## src/rtl/joy_spi_pkg.sv

```systemverilog
package joy_spi_pkg;

    localparam int JOY_BYTE_BITS   = 8;
    localparam int JOY_FRAME_BYTES = 5;
    localparam int JOY_FRAME_BITS  = JOY_BYTE_BITS * JOY_FRAME_BYTES;
    localparam int JOY_AXIS_BITS   = 10;
    localparam int JOY_KEY_BITS    = 3;
    localparam int JOY_LAMP_BITS   = 2;

    typedef logic [JOY_BYTE_BITS-1:0]  byte_t;
    typedef logic [JOY_FRAME_BITS-1:0] frame_t;
    typedef logic [JOY_LAMP_BITS-1:0]  lamp_t;

    typedef struct packed {
        logic [JOY_AXIS_BITS-1:0] x;
        logic [JOY_AXIS_BITS-1:0] y;
        logic [JOY_KEY_BITS-1:0]  keys;
    } joy_sample_t;

    typedef enum logic [2:0] {
        ST_IDLE,
        ST_SETUP,
        ST_ALIGN_HI,
        ST_ALIGN_LO,
        ST_SHIFT,
        ST_GAP,
        ST_COMMIT
    } xfer_state_t;

    // Command byte: marker bit on top, five zeros, lamp bit 1 then lamp bit 0.
    function automatic byte_t make_command(input lamp_t lamp);
        return {1'b1, 5'b00000, lamp[1], lamp[0]};
    endfunction

    // Axis low bytes arrive first; only two bits of each high byte are used.
    function automatic joy_sample_t unpack_frame(input frame_t f);
        joy_sample_t s;
        s.x    = {f[25:24], f[39:32]};
        s.y    = {f[9:8],   f[23:16]};
        s.keys = f[2:0];
        return s;
    endfunction

endpackage

```

## src/rtl/joy_sck_div.sv

```systemverilog
module joy_sck_div #(
    parameter int unsigned DIV_RATIO = 128
) (
    input  logic clk,
    input  logic rst,
    output logic phase_hi_o,
    output logic rise_ev_o,
    output logic fall_ev_o
);
    localparam int unsigned HALF = DIV_RATIO / 2;
    localparam int unsigned CW   = $clog2(DIV_RATIO);
    localparam logic [CW-1:0] LAST_CNT = CW'(DIV_RATIO - 1);
    localparam logic [CW-1:0] RISE_CNT = CW'(HALF - 1);
    localparam logic [CW-1:0] HI_CNT   = CW'(HALF);

    logic [CW-1:0] cnt_q;

    always_ff @(posedge clk) begin
        if (rst) begin
            cnt_q <= '0;
        end else if (cnt_q == LAST_CNT) begin
            cnt_q <= '0;
        end else begin
            cnt_q <= cnt_q + 1'b1;
        end
    end

    assign phase_hi_o = (cnt_q >= HI_CNT);
    assign rise_ev_o  = (cnt_q == RISE_CNT);
    assign fall_ev_o  = (cnt_q == LAST_CNT);

endmodule

```

## src/rtl/joy_interval_timer.sv

```systemverilog
module joy_interval_timer #(
    parameter int unsigned SPAN = 1500
) (
    input  logic clk,
    input  logic rst,
    input  logic load_i,
    output logic expired_o
);
    localparam int unsigned TW = $clog2(SPAN + 1);
    localparam logic [TW-1:0] SPAN_V = TW'(SPAN);

    logic [TW-1:0] left_q;

    always_ff @(posedge clk) begin
        if (rst) begin
            left_q <= '0;
        end else if (load_i) begin
            left_q <= SPAN_V;
        end else if (left_q != '0) begin
            left_q <= left_q - 1'b1;
        end
    end

    assign expired_o = (left_q == '0);

endmodule

```

## src/rtl/joy_shift_path.sv

```systemverilog
module joy_shift_path
    import joy_spi_pkg::*;
(
    input  logic   clk,
    input  logic   rst,
    input  logic   load_i,
    input  byte_t  cmd_i,
    input  logic   tx_step_i,
    input  logic   rx_step_i,
    input  logic   miso_i,
    output logic   mosi_o,
    output frame_t frame_o
);
    byte_t  tx_q;
    frame_t rx_q;
    logic   mosi_q;

    // Outgoing path: the MSB leaves first and zeros fill in behind it,
    // so every byte after the command goes out as zero.
    always_ff @(posedge clk) begin
        if (rst) begin
            tx_q   <= '0;
            mosi_q <= 1'b0;
        end else if (load_i) begin
            tx_q   <= cmd_i;
        end else if (tx_step_i) begin
            mosi_q <= tx_q[JOY_BYTE_BITS-1];
            tx_q   <= {tx_q[JOY_BYTE_BITS-2:0], 1'b0};
        end
    end

    // Incoming path: shift left so the first bit ends at the top.
    always_ff @(posedge clk) begin
        if (rst) begin
            rx_q <= '0;
        end else if (rx_step_i) begin
            rx_q <= {rx_q[JOY_FRAME_BITS-2:0], miso_i};
        end
    end

    assign mosi_o  = mosi_q;
    assign frame_o = rx_q;

endmodule

```

## src/rtl/joy_spi_ctrl.sv

```systemverilog
module joy_spi_ctrl
    import joy_spi_pkg::*;
#(
    parameter int unsigned DIV_RATIO = 128,
    parameter int unsigned SETUP_CYC = 1500,
    parameter int unsigned GAP_CYC   = 1000
) (
    input  logic       clk,
    input  logic       rst,
    input  logic       start_i,
    input  logic [1:0] led_i,
    input  logic       miso_i,
    output logic       ss_n_o,
    output logic       sck_o,
    output logic       mosi_o,
    output logic [9:0] x_o,
    output logic [9:0] y_o,
    output logic [2:0] btn_o,
    output logic       busy_o,
    output logic       done_o
);
    localparam int unsigned BIT_W  = $clog2(JOY_BYTE_BITS);
    localparam int unsigned BYTE_W = $clog2(JOY_FRAME_BYTES);
    localparam logic [BIT_W-1:0]  LAST_BIT  = BIT_W'(JOY_BYTE_BITS - 1);
    localparam logic [BYTE_W-1:0] LAST_BYTE = BYTE_W'(JOY_FRAME_BYTES - 1);

    xfer_state_t state_q, state_d;

    logic phase_hi, rise_ev, fall_ev;
    logic setup_load, setup_expired;
    logic gap_load, gap_expired;
    logic tx_load, tx_step, rx_step;
    logic frame_end, byte_end;

    logic [BIT_W-1:0]  bit_q;
    logic [BYTE_W-1:0] byte_q;
    logic              ss_n_q;
    logic              sck_q;
    logic              done_q;
    joy_sample_t       sample_q;
    frame_t            frame;

    joy_sck_div #(.DIV_RATIO(DIV_RATIO)) div_i (
        .clk        (clk),
        .rst        (rst),
        .phase_hi_o (phase_hi),
        .rise_ev_o  (rise_ev),
        .fall_ev_o  (fall_ev)
    );

    joy_interval_timer #(.SPAN(SETUP_CYC)) setup_tmr_i (
        .clk       (clk),
        .rst       (rst),
        .load_i    (setup_load),
        .expired_o (setup_expired)
    );

    joy_interval_timer #(.SPAN(GAP_CYC)) gap_tmr_i (
        .clk       (clk),
        .rst       (rst),
        .load_i    (gap_load),
        .expired_o (gap_expired)
    );

    joy_shift_path path_i (
        .clk       (clk),
        .rst       (rst),
        .load_i    (tx_load),
        .cmd_i     (make_command(led_i)),
        .tx_step_i (tx_step),
        .rx_step_i (rx_step),
        .miso_i    (miso_i),
        .mosi_o    (mosi_o),
        .frame_o   (frame)
    );

    assign byte_end  = fall_ev && (bit_q == LAST_BIT);
    assign frame_end = byte_end && (byte_q == LAST_BYTE);

    always_comb begin
        state_d    = state_q;
        tx_load    = 1'b0;
        tx_step    = 1'b0;
        rx_step    = 1'b0;
        setup_load = 1'b0;
        gap_load   = 1'b0;
        unique case (state_q)
            ST_IDLE: begin
                if (start_i) begin
                    tx_load    = 1'b1;
                    setup_load = 1'b1;
                    state_d    = ST_SETUP;
                end
            end
            ST_SETUP: begin
                if (setup_expired) state_d = ST_ALIGN_HI;
            end
            ST_ALIGN_HI: begin
                if (phase_hi) state_d = ST_ALIGN_LO;
            end
            ST_ALIGN_LO: begin
                if (!phase_hi) state_d = ST_SHIFT;
            end
            ST_SHIFT: begin
                tx_step = rise_ev;
                rx_step = fall_ev;
                if (frame_end) begin
                    state_d = ST_COMMIT;
                end else if (byte_end) begin
                    gap_load = 1'b1;
                    state_d  = ST_GAP;
                end
            end
            ST_GAP: begin
                if (gap_expired) state_d = ST_ALIGN_HI;
            end
            ST_COMMIT: begin
                state_d = ST_IDLE;
            end
            default: state_d = ST_IDLE;
        endcase
    end

    always_ff @(posedge clk) begin
        if (rst) begin
            state_q <= ST_IDLE;
        end else begin
            state_q <= state_d;
        end
    end

    // Bit and byte counters
    always_ff @(posedge clk) begin
        if (rst) begin
            bit_q  <= '0;
            byte_q <= '0;
        end else begin
            if (state_q == ST_IDLE && start_i) begin
                byte_q <= '0;
            end else if (byte_end && state_q == ST_SHIFT) begin
                byte_q <= byte_q + 1'b1;
            end
            if (state_q == ST_ALIGN_LO && !phase_hi) begin
                bit_q <= '0;
            end else if (rx_step) begin
                bit_q <= bit_q + 1'b1;
            end
        end
    end

    // Bus pins: select and serial clock are held in flops
    always_ff @(posedge clk) begin
        if (rst) begin
            ss_n_q <= 1'b1;
            sck_q  <= 1'b0;
        end else begin
            ss_n_q <= (state_d == ST_IDLE);
            if (state_q == ST_SHIFT && rise_ev) begin
                sck_q <= 1'b1;
            end else if (fall_ev) begin
                sck_q <= 1'b0;
            end
        end
    end

    // Result registers load once per frame
    always_ff @(posedge clk) begin
        if (rst) begin
            sample_q <= '0;
            done_q   <= 1'b0;
        end else begin
            done_q <= (state_q == ST_COMMIT);
            if (state_q == ST_COMMIT) begin
                sample_q <= unpack_frame(frame);
            end
        end
    end

    assign ss_n_o = ss_n_q;
    assign sck_o  = sck_q;
    assign busy_o = (state_q != ST_IDLE);
    assign done_o = done_q;
    assign x_o    = sample_q.x;
    assign y_o    = sample_q.y;
    assign btn_o  = sample_q.keys;

endmodule

```

## config.mk

```make
export PLATFORM = sky130hd
export DESIGN_NAME = joy_spi_ctrl
export DESIGN_NICKNAME = d
export VERILOG_FILES = /design/src/rtl/joy_spi_pkg.sv /design/src/rtl/joy_sck_div.sv /design/src/rtl/joy_interval_timer.sv /design/src/rtl/joy_shift_path.sv /design/src/rtl/joy_spi_ctrl.sv
export SDC_FILE = /design/constraint.sdc
export NUM_CORES = 1
export LEC_CHECK = 0
export BUFFER_PORTS_ARGS = -buffer_cell sky130_fd_sc_hd__buf_2
export CAP_MARGIN = 20
export CORE_MARGIN = 2
export CORE_UTILIZATION = 59
export DETAILED_ROUTE_END_ITERATION = 8
export GPL_TIMING_DRIVEN = 0
export HOLD_SLACK_MARGIN = 0.05
export PLACE_DENSITY = 0.78
export SLEW_MARGIN = 20
export SYNTH_ARGS = -nofsm -noshare
export SYNTH_HDL_FRONTEND = slang
export SYNTH_SLANG_ARGS = --single-unit
```

## constraint.sdc

```tcl
create_clock -name clk -period 2.9 [get_ports clk]
set_clock_uncertainty 0.2 [all_clocks]
set_input_delay 0.145 -clock clk [delete_from_list [all_inputs] [get_ports clk]]
set_output_delay 0.145 -clock clk [all_outputs]
set_load 0.005 [all_outputs]
```

---- Word level (Yosys, flattened, before mapping) ----
Index checks and enable logic that the tools add are counted.
storage, ports and cells
  register bits ........................... 112
  input port bits ......................... 6
  output and inout bits ................... 28
  logic and storage cells ................. 82
cells by class
  add/subtract/negate cells ............... 5
  magnitude comparators ................... 1
  eq/ne operators ......................... 10
  multiplexer cells ....................... 23
  bitwise operators ....................... 1
  reductions and logical operators ........ 24
operators with widths
  cell                                                       number
  two-way mux 11 bit                                         2
  two-way mux 3 bit                                          7
  two-way mux 10 bit                                         2
  one-hot mux 3 bit (6 select lines)                         1
  two-way mux 8 bit                                          2
  == test 3 bit (second input constant)                      5
  logical NOT 11 bit                                         1
  nonzero test 11 bit                                        1
  subtractor 11 x 1 -> 11 bit (second input constant)        1
  logical NOT 10 bit                                         1
  nonzero test 10 bit                                        1
  OR reduction 2 bit                                         5
  subtractor 10 x 1 -> 10 bit (second input constant)        1
  two-way mux 1 bit                                          9
  nonzero test 2 bit                                         4
  adder 7 x 1 -> 7 bit (second input constant)               1
  == test 7 x 6 -> 1 bit (second input constant)             1
  == test 7 bit (second input constant)                      1
  greater-or-equal comparator 7 bit (second input constant)  1
  adder 3 x 1 -> 3 bit (second input constant)               2
  == test 3 x 2 -> 1 bit (second input constant)             2
  logical AND 1 bit                                          6
  logical NOT 3 bit                                          2
  == test 3 x 1 -> 1 bit (second input constant)             1
  other kinds (4)                                            4

---- Depth between registers and ports, before layout ----
Gate-level depths: netlist (run 1).
  depth in word-level cells ............... 6
  mapped depth ............................ 7
  depth with buffers taken out ............ 7

---- Hierarchy ----
Synthesis (run 1) repeated with hierarchy kept, for this count alone.
unflattened totals
  cells, all modules ...................... 514
  area, all modules ....................... 4,787.1 sq um
modules (own cells, without submodules)
  module                             times used  cells each  area an instance (sq um)  sequential area each (sq um)
  joy_shift_path                     1           168         1,859.3                   980.9
  joy_spi_ctrl                       1           179         1,478.9                   700.7
  joy_interval_timer at setup_tmr_i  1           67          591.8                     220.2
  joy_interval_timer at gap_tmr_i    1           64          550.5                     200.2
  joy_sck_div                        1           36          306.5                     140.1

---- Least setup slack after synthesis (run 1) ----
OpenSTA, ideal clock, no wires.
  path type ............................... register -> register
  from .................................... reg gap_tmr_i.left_q[0]
  to ...................................... reg gap_tmr_i.left_q[8]
  setup time .............................. 70 ps
  arrival time ............................ 1,781 ps
  data required time ...................... 2,630 ps
  path slack .............................. 849 ps
  cell stages (with the launch flop) ...... 8
  buffers on the path ..................... 0
  period minus slack after synthesis ...... 2,051 ps
  path through ............................ dfxtp_1 > inv_1 > ha_1 > or4b_4 > or4_4 > nor3b_2 > a21oi_1 > a21oi_1
on the way
  longest elaborated chain between the ends .. 3
  elaborated cells on any way between the ends .. 5
  classes of those cells .................. add/sub (1); mux (2); reduce/logical (2)
RTL lines
  what                         RTL line                  source
  start, declared              joy_interval_timer.sv:12  logic [TW-1:0] left_q;
  start signal, assigned       joy_interval_timer.sv:20  left_q <= left_q - 1'b1;
  subtractor 10 x 1 -> 10 bit  joy_interval_timer.sv:20
  two-way mux 10 bit           joy_interval_timer.sv:19  end else if (left_q != '0) begin
  two-way mux 10 bit           joy_interval_timer.sv:17  end else if (load_i) begin
Several ways; a longest one is shown, not always the timed one. The select of a mux whose other input is x is not followed.
A chain may end at the register's enable or synchronous reset.

---- Worst setup path in the final report (run 1) ----
  from .................................... reg div_i.cnt_q[0]
  to ...................................... reg path_i.rx_q[27], in the netlist path_i.frame_o[27]
on the way
  longest elaborated chain between the ends .. 2
RTL lines
  what                    RTL line              source
  start, declared         joy_sck_div.sv:16     logic [CW-1:0] cnt_q;
  start signal, assigned  joy_sck_div.sv:24     cnt_q <= cnt_q + 1'b1;
  == test 7 bit           joy_sck_div.sv:30     assign fall_ev_o = (cnt_q == LAST_CNT);
  two-way mux 1 bit       joy_spi_ctrl.sv:87    unique case (state_q)
  end signal, assigned    joy_shift_path.sv:37  rx_q <= {rx_q[JOY_FRAME_BITS-2:0], miso_i};
  end, declared           joy_shift_path.sv:15  frame_t rx_q;
Every way passes these cells.

==> metrics.cfg, run 1 <==
[status]
run_status = completed

[final_layout]
antenna_cells_inserted = 0
fillerInstances = 625
finish.utilization_pct = 67.59
area_delta_synth_final_pct = 11.89
postLayoutCellArea_um2 = 4876
layout-drive-gt1-share_pct = 9.434
multi_input_comb_area_um2 = 1961
nets = 593
layout.area.seq_um2 = 2242
fin_cells = 682

[floorplan]
ioPinCount = 34
floorplan.initialDensity_pct = 60.41
die-area_um2 = 8090
die_h_um = 89.95
die-width_um = 89.95
fp.coreArea_um2 = 7214
fp-row-count = 31

[clocking]
tritoncts = built
clock_path_buffers = 2
htree_num_levels = 3
cts_inserted_buffers = 9
cts.repair_timing.setup_buffer_count = 0
cts-root-buf = sky130_fd_sc_hd__clkbuf_8
worst_skew_pair.late_latency_ns = 0.37
worst_setup_hold_path_clk_slew_ns = 0.10
cts_sinks = 112

[critical_path]
crit_path_frequent_cell = sky130_fd_sc_hd__nand2_1
path_cells = ha_1 -> nand2_1 -> nor4_4 -> clkbuf_1 -> nand2_1 -> a21oi_1
cp_max_fo = 10
critPathSlowestCell = sky130_fd_sc_hd__nor4_4
setup_slack_of_the_worst_register_to_register_path_ns = 0.59
critical_path.n_buffers_inverters = 1
max_stage_delay_ns = 0.61
ws_path_type = register to register
required_ns = 3.00
arrival_ns = 2.42
crit_path_end_kind = register
timing.critical_path.from_type = register
crit_family = simple AND/OR/NAND/NOR gates

[drt]
route.antenna.remaining_nets = 0
drc_errors = 0
wl_per_cell_um = 12.80
detail_route.vias_per_cell = 5.326
first_pass_iters = 5
wirelength_um = 8727
detail_route.iter0.violations = 211
vias = 3632

[timing]
max_freq_mhz = 432.0
finalWorstPathRequiredPeriod_ns = 2.315
hold_viol = 0
rsz0062_at_grt = false
worst_slew_margin_rel_pct = 57.24
fin_tns_setup_ns = 0
setup-violations-final = 0
fin_hold_ws_ns = 0.05309
worst_pin_slew_ns = 0.6367
final.period_utilization_pct = 79.82
final-max-slew-violation-count = 0

[placed_design]
port_buffers = 33
routabilityCongestion = 0.8919
post-place-cells = 661
hpwlAfterDp_um = 6048
placedInstanceArea_um2 = 4647

[logic_synthesis]
yosys.cell_types.count = 37
synth-seq-cells = 112
synth_fp_nets = 543
synth.avg_cell_area_um2 = 8.238
syn-cell-area_um2 = 4358
ys_seq_area_share_pct = 51.45
post_synth_inst_count = 529
ys.warnings.count = 0

[global_route]
grt_pass1_vias = 3375
global_route.usage.total_pct = 22.60
globalRouteOverflowTotal = 0
maximum_number_of_pins_on_one_net_before_global_route_repair = 19
grt_first_pass_wirelength_um = 15160
grt_antenna_before_repair = 0

[power_and_ir_drop]
power_density_over_the_cells_nw_per_um2 = 635.7
total_leakage_power_nw = 1.844
ir_worst_vdd_v = 0.0002816

[min_path]
hold_path_class = input port to register

[flow_run]
drv_cap = 0

==> per-stage QoR <==
stage / setup slack (ns) / power, mW
final: 0.5852 / 3.099
after global routing: 0.3730 / 3.269
after CTS: 0.5610 / 3.118
after detailed placement: 0.6046 / 2.295
after global placement: 0.6759 / 2.267
after floorplan: 0.8488 / 2.185
==> per-layer routing <==
metal  GRT usage (%)  wire (um)  up-vias
met2           38.01       4113       86
met5               0          0        -
met4           7.949        130        0
met1           28.79       4051     1692
met3           5.113        431       15
li1                -          -     1839
==> final timing paths <==
path,start,endpoint,depth (start not counted)
hold / removal,start_i,path_i.tx_q[7],4
setup reg to reg,div_i.cnt_q[0],path_i.frame_o[27],6
setup / recovery,div_i.cnt_q[0],path_i.frame_o[27],6
hold reg to reg,path_i.frame_o[29],path_i.frame_o[30],2
==> cell usage in the layout, fill, tap and decap left out, types with 2 or more instances in the layout <==
cell type and n:
sky130_fd_sc_hd__nand2_1 148, sky130_fd_sc_hd__xnor2_1 12, sky130_fd_sc_hd__nand3b_1 2, sky130_fd_sc_hd__nor3b_2 2, sky130_fd_sc_hd__clkbuf_8 9, sky130_fd_sc_hd__nand4_1 3
sky130_fd_sc_hd__inv_1 14, sky130_fd_sc_hd__or3_1 2, sky130_fd_sc_hd__clkbuf_1 27, sky130_fd_sc_hd__or2_2 2, sky130_fd_sc_hd__dlygate4sd3_1 6, sky130_fd_sc_hd__dfxtp_1 112
sky130_fd_sc_hd__xor2_1 11, sky130_fd_sc_hd__a21oi_1 84, sky130_fd_sc_hd__nor2_1 41, sky130_fd_sc_hd__and3_1 3, sky130_fd_sc_hd__ha_1 8, sky130_fd_sc_hd__nor3_1 7
sky130_fd_sc_hd__nor4_1 5, sky130_fd_sc_hd__nand3_1 11, sky130_fd_sc_hd__nor4b_1 3, sky130_fd_sc_hd__inv_6 2, sky130_fd_sc_hd__mux2i_1 9, sky130_fd_sc_hd__clkinvlp_4 2
sky130_fd_sc_hd__o21ai_0 2, sky130_fd_sc_hd__buf_2 34, sky130_fd_sc_hd__nand2b_1 4, sky130_fd_sc_hd__a211oi_1 4
==> cell usage after synthesis <==
cell type / count / area share [%]
sky130_fd_sc_hd__nand2_1: 148 / 13
sky130_fd_sc_hd__dfxtp_1: 112 / 51
sky130_fd_sc_hd__a21oi_1: 84 / 9.6
sky130_fd_sc_hd__nor2_1: 41 / 3.5
sky130_fd_sc_hd__clkbuf_1: 26 / 2.2
sky130_fd_sc_hd__inv_1: 14 / 1.2
sky130_fd_sc_hd__xnor2_1: 12 / 2.4
sky130_fd_sc_hd__nand3_1: 11 / 1.3
sky130_fd_sc_hd__xor2_1: 11 / 2.2
sky130_fd_sc_hd__mux2i_1: 9 / 2.1
sky130_fd_sc_hd__ha_1: 8 / 2.3
sky130_fd_sc_hd__nor3_1: 7 / 0.80
sky130_fd_sc_hd__nor4_1: 5 / 0.72
sky130_fd_sc_hd__a211oi_1: 4 / 0.69
sky130_fd_sc_hd__nand2b_1: 4 / 0.57
sky130_fd_sc_hd__and3_1: 3 / 0.43
sky130_fd_sc_hd__nand4_1: 3 / 0.43
sky130_fd_sc_hd__nor4b_1: 3 / 0.60
sky130_fd_sc_hd__nand3b_1: 2 / 0.34
sky130_fd_sc_hd__nor3b_2: 2 / 0.57
sky130_fd_sc_hd__o21ai_0: 2 / 0.23
sky130_fd_sc_hd__or2_2: 2 / 0.29
sky130_fd_sc_hd__or3_1: 2 / 0.29
sky130_fd_sc_hd__a21boi_0: 1 / 0.17
sky130_fd_sc_hd__a31oi_1: 1 / 0.14
sky130_fd_sc_hd__a41o_1: 1 / 0.23
sky130_fd_sc_hd__and2_1: 1 / 0.14
sky130_fd_sc_hd__and4_1: 1 / 0.20
sky130_fd_sc_hd__buf_2: 1 / 0.11
sky130_fd_sc_hd__nor3b_1: 1 / 0.17
sky130_fd_sc_hd__nor4_4: 1 / 0.49
sky130_fd_sc_hd__o211a_1: 1 / 0.23
sky130_fd_sc_hd__o22ai_1: 1 / 0.14
sky130_fd_sc_hd__o31ai_1: 1 / 0.17
sky130_fd_sc_hd__or4_1: 1 / 0.17
sky130_fd_sc_hd__or4_4: 1 / 0.26
sky130_fd_sc_hd__or4b_4: 1 / 0.32
==> cells by family after synthesis <==
group	synth area share, %
AND/OR/NAND/NOR	24.35
XOR/XNOR	4.622
buffers and inverters	3.560
AO/OA/AOI/OAI	11.66
flip-flops	51.45
adder cells (fa/ha/maj)	2.297
multiplexers	2.067
==> what timing repair did <==
action,in CTS,in global routing
resized for setup,0,0
hold endpoints to repair,7,0
hold buffers,6,0
==> flip-flops by register name (all words and copies together), names as in the netlist <==
signal,flops
y_o,10
x_o,10
div_i.cnt_q,7
gap_tmr_i.left_q,10
setup_tmr_i.left_q,11
path_i.frame_o,40
path_i.mosi_o,1
ss_n_o,1
done_o,1
btn_o,3
state_q,3
bit_q,3
path_i.tx_q,8
byte_q,3
sck_o,1
==> power by group <==
group          total (mW)  switching (mW)  internal, mW  leakage, nW
sequential           1.72          0.0884          1.63        0.908
combinational       0.559           0.297         0.263        0.857
clock               0.824           0.508         0.316       0.0794
==> worst min-delay path, stage by stage <==
cell and delay [ns]:
sky130_fd_sc_hd__buf_2 0.10, sky130_fd_sc_hd__and2_1 0.16, sky130_fd_sc_hd__nor2_1 0.09, sky130_fd_sc_hd__a211oi_1 0.07
==> cell type report <==
cell class	instances	area share [%]
Tap cell	99	2.540
Multi-Input combinational cell	376	40.21
Inverter	14	1.078
Clock inverter	5	0.8468
Sequential cell	112	45.98
Timing Repair Buffer	39	4.619
Clock buffer	10	2.617
Buffer	27	2.104
No activity file was read; power rests on OpenSTA's default activity.
==> run 2: changes to the inputs <==
--- a/config.mk
+++ b/config.mk
@@ -5,6 +5,7 @@
 export SDC_FILE = /design/constraint.sdc
 export NUM_CORES = 1
 export LEC_CHECK = 0
+export ABC_AREA = 1
 export BUFFER_PORTS_ARGS = -buffer_cell sky130_fd_sc_hd__buf_2
 export CAP_MARGIN = 20
 export CORE_MARGIN = 2
@@ -12,7 +13,7 @@
 export DETAILED_ROUTE_END_ITERATION = 8
 export GPL_TIMING_DRIVEN = 0
 export HOLD_SLACK_MARGIN = 0.05
-export PLACE_DENSITY = 0.78
+export PLACE_DENSITY = 0.77
 export SLEW_MARGIN = 20
 export SYNTH_ARGS = -nofsm -noshare
 export SYNTH_HDL_FRONTEND = slang
==> constraint.sdc (replaced) <==
create_clock -name clk -period 2.35 [get_ports clk]
set_clock_uncertainty 0.2 [all_clocks]
set_input_delay 0.1175 -clock clk [delete_from_list [all_inputs] [get_ports clk]]
set_output_delay 0.1175 -clock clk [all_outputs]
set_load 0.005 [all_outputs]
==> metrics.cfg, run 2 <==
[drt]
dr_wl_met3_um = 328  ; was 431 um
first_pass_iters = 7  ; was 5
detail_route.vias_per_cell = 5.138  ; was 5.326
route.antenna.remaining_nets = 0  ; unchanged
vias = 3807  ; was 3632
wirelength_um = 9092  ; was 8727 um
wl_met1_um = 4279  ; was 4051 um
drc_errors = 0  ; unchanged
wl_per_cell_um = 12.27  ; was 12.80 um
detail_route.iter0.violations = 191  ; was 211
dr_wl_met2_um = 4380  ; was 4113 um
maxUsedRoutingLayer = met4  ; unchanged

[logic_synthesis]
synth.avg_cell_area_um2 = 7.647  ; was 8.238 um^2
synth_largest_area_cell = sky130_fd_sc_hd__dfxtp_1  ; unchanged
synth_top_cells_by_area = sky130_fd_sc_hd__dfxtp_1, sky130_fd_sc_hd__nor2_1, sky130_fd_sc_hd__o21ai_0  ; was sky130_fd_sc_hd__dfxtp_1, sky130_fd_sc_hd__nand2_1, sky130_fd_sc_hd__a21oi_1
ys_seq_area_share_pct = 49.78  ; was 51.45%
synth-main-ff-cell = sky130_fd_sc_hd__dfxtp_1  ; unchanged
synth-seq-cells = 112  ; unchanged
yosys.cell_types.count = 37  ; unchanged
number_of_enable_type_register_cells_in_the_synthesized_netlist = 0  ; unchanged
syn-cell-area_um2 = 4504  ; was 4358 um^2
ys.warnings.count = 0  ; unchanged
synth_top_area_share_pct = 49.78  ; was 51.45%
synth_commonest_cells = sky130_fd_sc_hd__nor2_1, sky130_fd_sc_hd__dfxtp_1, sky130_fd_sc_hd__o21ai_0  ; was sky130_fd_sc_hd__nand2_1, sky130_fd_sc_hd__dfxtp_1, sky130_fd_sc_hd__a21oi_1
synth_async_sr_flop_share_pct = 0  ; unchanged
post_synth_inst_count = 589  ; was 529
synth_fp_nets = 603  ; was 543
yosysMostFrequentCell = sky130_fd_sc_hd__nor2_1  ; was sky130_fd_sc_hd__nand2_1

[final_layout]
area_delta_synth_final_pct = 12.31  ; was 11.89%
layout.area.seq_um2 = 2242  ; unchanged
layout_commonest_cell = sky130_fd_sc_hd__nor2_1  ; was sky130_fd_sc_hd__nand2_1
layout-drive-gt1-share_pct = 14.80  ; was 9.434%
antenna_cells_inserted = 0  ; unchanged
layout.cells.most_common_list = sky130_fd_sc_hd__nor2_1, sky130_fd_sc_hd__dfxtp_1, sky130_fd_sc_hd__o21ai_0  ; was sky130_fd_sc_hd__nand2_1, sky130_fd_sc_hd__dfxtp_1, sky130_fd_sc_hd__a21oi_1
nets = 651  ; was 593
postLayoutCellArea_um2 = 5059  ; was 4876 um^2
largest_register_ff_count = 40  ; unchanged
fillerInstances = 607  ; was 625
finish.utilization_pct = 69.00  ; was 67.59%
multi_input_comb_area_um2 = 1954  ; was 1961 um^2

[global_route]
maximum_number_of_pins_on_one_net_before_global_route_repair = 20  ; was 19
global_route.usage.total_pct = 23.21  ; was 22.60%
globalRouteOverflowTotal = 0  ; unchanged
grt_pass1_vias = 3653  ; was 3375
grt_first_pass_wirelength_um = 16000  ; was 15160 um
grt_antenna_before_repair = 0  ; unchanged

[critical_path]
max_stage_delay_ns = 0.38  ; was 0.61 ns
crit_family = simple AND/OR/NAND/NOR gates  ; unchanged
crit_path_end_kind = register  ; unchanged
worstSetupPathDepth = 9  ; was 6
r2r_cells = 9  ; was 6
ws_path_type = register to register  ; unchanged
arrival_ns = 1.96  ; was 2.42 ns
critPathSlowestCell = sky130_fd_sc_hd__dfxtp_1  ; was sky130_fd_sc_hd__nor4_4
required_ns = 2.37  ; was 3.00 ns
setup_slack_of_the_worst_register_to_register_path_ns = 0.41  ; was 0.59 ns
path_cells = ha_1 -> nand3_2 -> inv_1 -> nand2_1 -> nor3_4 -> inv_2 -> buf_6 -> nand3_1 -> a31oi_1  ; was ha_1 -> nand2_1 -> nor4_4 -> clkbuf_1 -> nand2_1 -> a21oi_1
timing.critical_path.from_type = register  ; unchanged
cp_max_fo = 10  ; unchanged
critical_path.n_buffers_inverters = 3  ; was 1

[floorplan]
fp-row-count = 31  ; unchanged
die-area_um2 = 8349  ; was 8090 um^2
die-width_um = 91.38  ; was 89.95 um
floorplan.initialDensity_pct = 61.44  ; was 60.41%
die_h_um = 91.38  ; was 89.95 um
fp.coreArea_um2 = 7331  ; was 7214 um^2
ioPinCount = 34  ; unchanged

[timing]
final.setup.worst_slack_ns = 0.4141  ; was 0.5852 ns
setup-violations-final = 0  ; unchanged
final.period_utilization_pct = 82.38  ; was 79.82%
finalWorstPathRequiredPeriod_ns = 1.936  ; was 2.315 ns
max_freq_mhz = 516.5  ; was 432.0 MHz
worst_pin_slew_ns = 0.6101  ; was 0.6367 ns
fin_tns_setup_ns = 0  ; unchanged
final-max-slew-violation-count = 0  ; unchanged
rsz0062_at_grt = false  ; unchanged
hold_viol = 0  ; unchanged
worst_slew_margin_rel_pct = 59.33  ; was 57.24%

[clocking]
cts.repair_timing.setup_buffer_count = 0  ; unchanged
cts_inserted_buffers = 9  ; unchanged
cts_sinks = 112  ; unchanged
cts-root-buf = sky130_fd_sc_hd__clkbuf_8  ; unchanged
worst_skew_pair.late_latency_ns = 0.37  ; about the same
htree_num_levels = 3  ; unchanged
worst_setup_hold_path_clk_slew_ns = 0.10  ; about the same
tritoncts = built  ; unchanged
clock_path_buffers = 2  ; unchanged

[placed_design]
port_buffers = 33  ; unchanged
routabilityCongestion = 0.8209  ; was 0.8919
placedInstanceArea_um2 = 4793  ; was 4647 um^2
hpwlAfterDp_um = 6370  ; was 6048 um
dp_slack_ns = 0.4368  ; was 0.6046 ns

[power_and_ir_drop]
ir_worst_vdd_v = 0.0004376  ; was 0.0002816 V
total_leakage_power_nw = 2.531  ; was 1.844 nW
power_density_over_the_cells_nw_per_um2 = 811.0  ; was 635.7 nW/um^2

[min_path]
hold_path_depth = 3  ; was 4
hold_path_class = input port to register  ; unchanged

[status]
run_status = completed  ; unchanged

[flow_run]
drv_cap = 0  ; unchanged

## run 2: cell types whose count changed after synthesis, moves of 11 or more
cell                       before  now
sky130_fd_sc_hd__nor2_1        41  170
sky130_fd_sc_hd__clkbuf_1      26    8
sky130_fd_sc_hd__o21ai_0        2   80
sky130_fd_sc_hd__nand2_1      148   49
sky130_fd_sc_hd__inv_1         14   46
sky130_fd_sc_hd__nand3_1       11   22
sky130_fd_sc_hd__a21oi_1       84   24
## run 2: final timing paths
check                       from                   to
hold / removal               rst  gap_tmr_i.left_q[5]
setup / recovery  div_i.cnt_q[0]       path_i.tx_q[1]
hold reg to reg   div_i.cnt_q[0]       div_i.cnt_q[0]
setup reg to reg  div_i.cnt_q[0]       path_i.tx_q[1]
## run 2: per-stage QoR
| step | total power, mW | cells | hold WS (ns) |
|---|---|---|---|
| finish | 4.103 | 741 | 0.1649 |
| global route | 4.329 | 741 | 0.2051 |
| CTS | 4.128 | 741 | 0.1825 |
| detailed placement | 2.864 | 721 | 0.1665 |
| global placement | 2.830 | 721 | 0.1402 |
| floorplan | 2.717 | 589 | 0.05240 |
## run 2: worst register-to-register path, stage by stage, from the launching register on
cell and delay (ns):
sky130_fd_sc_hd__dfxtp_1 0.38, sky130_fd_sc_hd__ha_1 0.22, sky130_fd_sc_hd__nand3_2 0.09, sky130_fd_sc_hd__inv_1 0.12, sky130_fd_sc_hd__nand2_1 0.12, sky130_fd_sc_hd__nor3_4 0.30, sky130_fd_sc_hd__inv_2 0.07, sky130_fd_sc_hd__buf_6 0.16
sky130_fd_sc_hd__nand3_1 0.07, sky130_fd_sc_hd__a31oi_1 0.07
## run 2: logic make-up (layout without fill, tap and decap cells)
family | count (synthesis) | in the layout | share of synthesized area [%]
AND/OR/NAND/NOR | 269 | 269 | 25.86
AO/OA/AOI/OAI | 120 | 120 | 14.33
flip-flops | 112 | 112 | 49.78
buffers and inverters | 75 | 128 | 6.833
adder cells (fa/ha/maj) | 8 | 8 | 2.222
XOR/XNOR | 5 | 5 | 0.9724
## run 2: repair_timing
item	CTS	global route
hold buffers	4	0
resized for setup	0	0
endpoints found under the hold margin	8	0
## run 2: layout make-up
type | instances | share of cell area, %
inverters | 52 | 3.859
flip-flops and latches | 112 | 44.32
clock inverters | 6 | 1.929
multi-input cells | 402 | 38.63
plain buffers | 23 | 2.226
well taps | 99 | 2.449
repair buffers | 37 | 4.056
clock buffers | 10 | 2.523
## run 2: power by group
part           switching [mW]  internal, mW
clock                   0.653         0.619
combinational           0.435         0.294
sequential             0.0916          2.01
total                    1.18          2.92
## run 2: metal layers
| metal | global-route usage (%) | vias to the layer above |
|---|---|---|
| met5 | 0 | - |
| met2 | 40.93 | 58 |
| met3 | 5.062 | 14 |
| li1 | - | 1985 |
| met4 | 7.197 | 0 |
| met1 | 28.19 | 1750 |
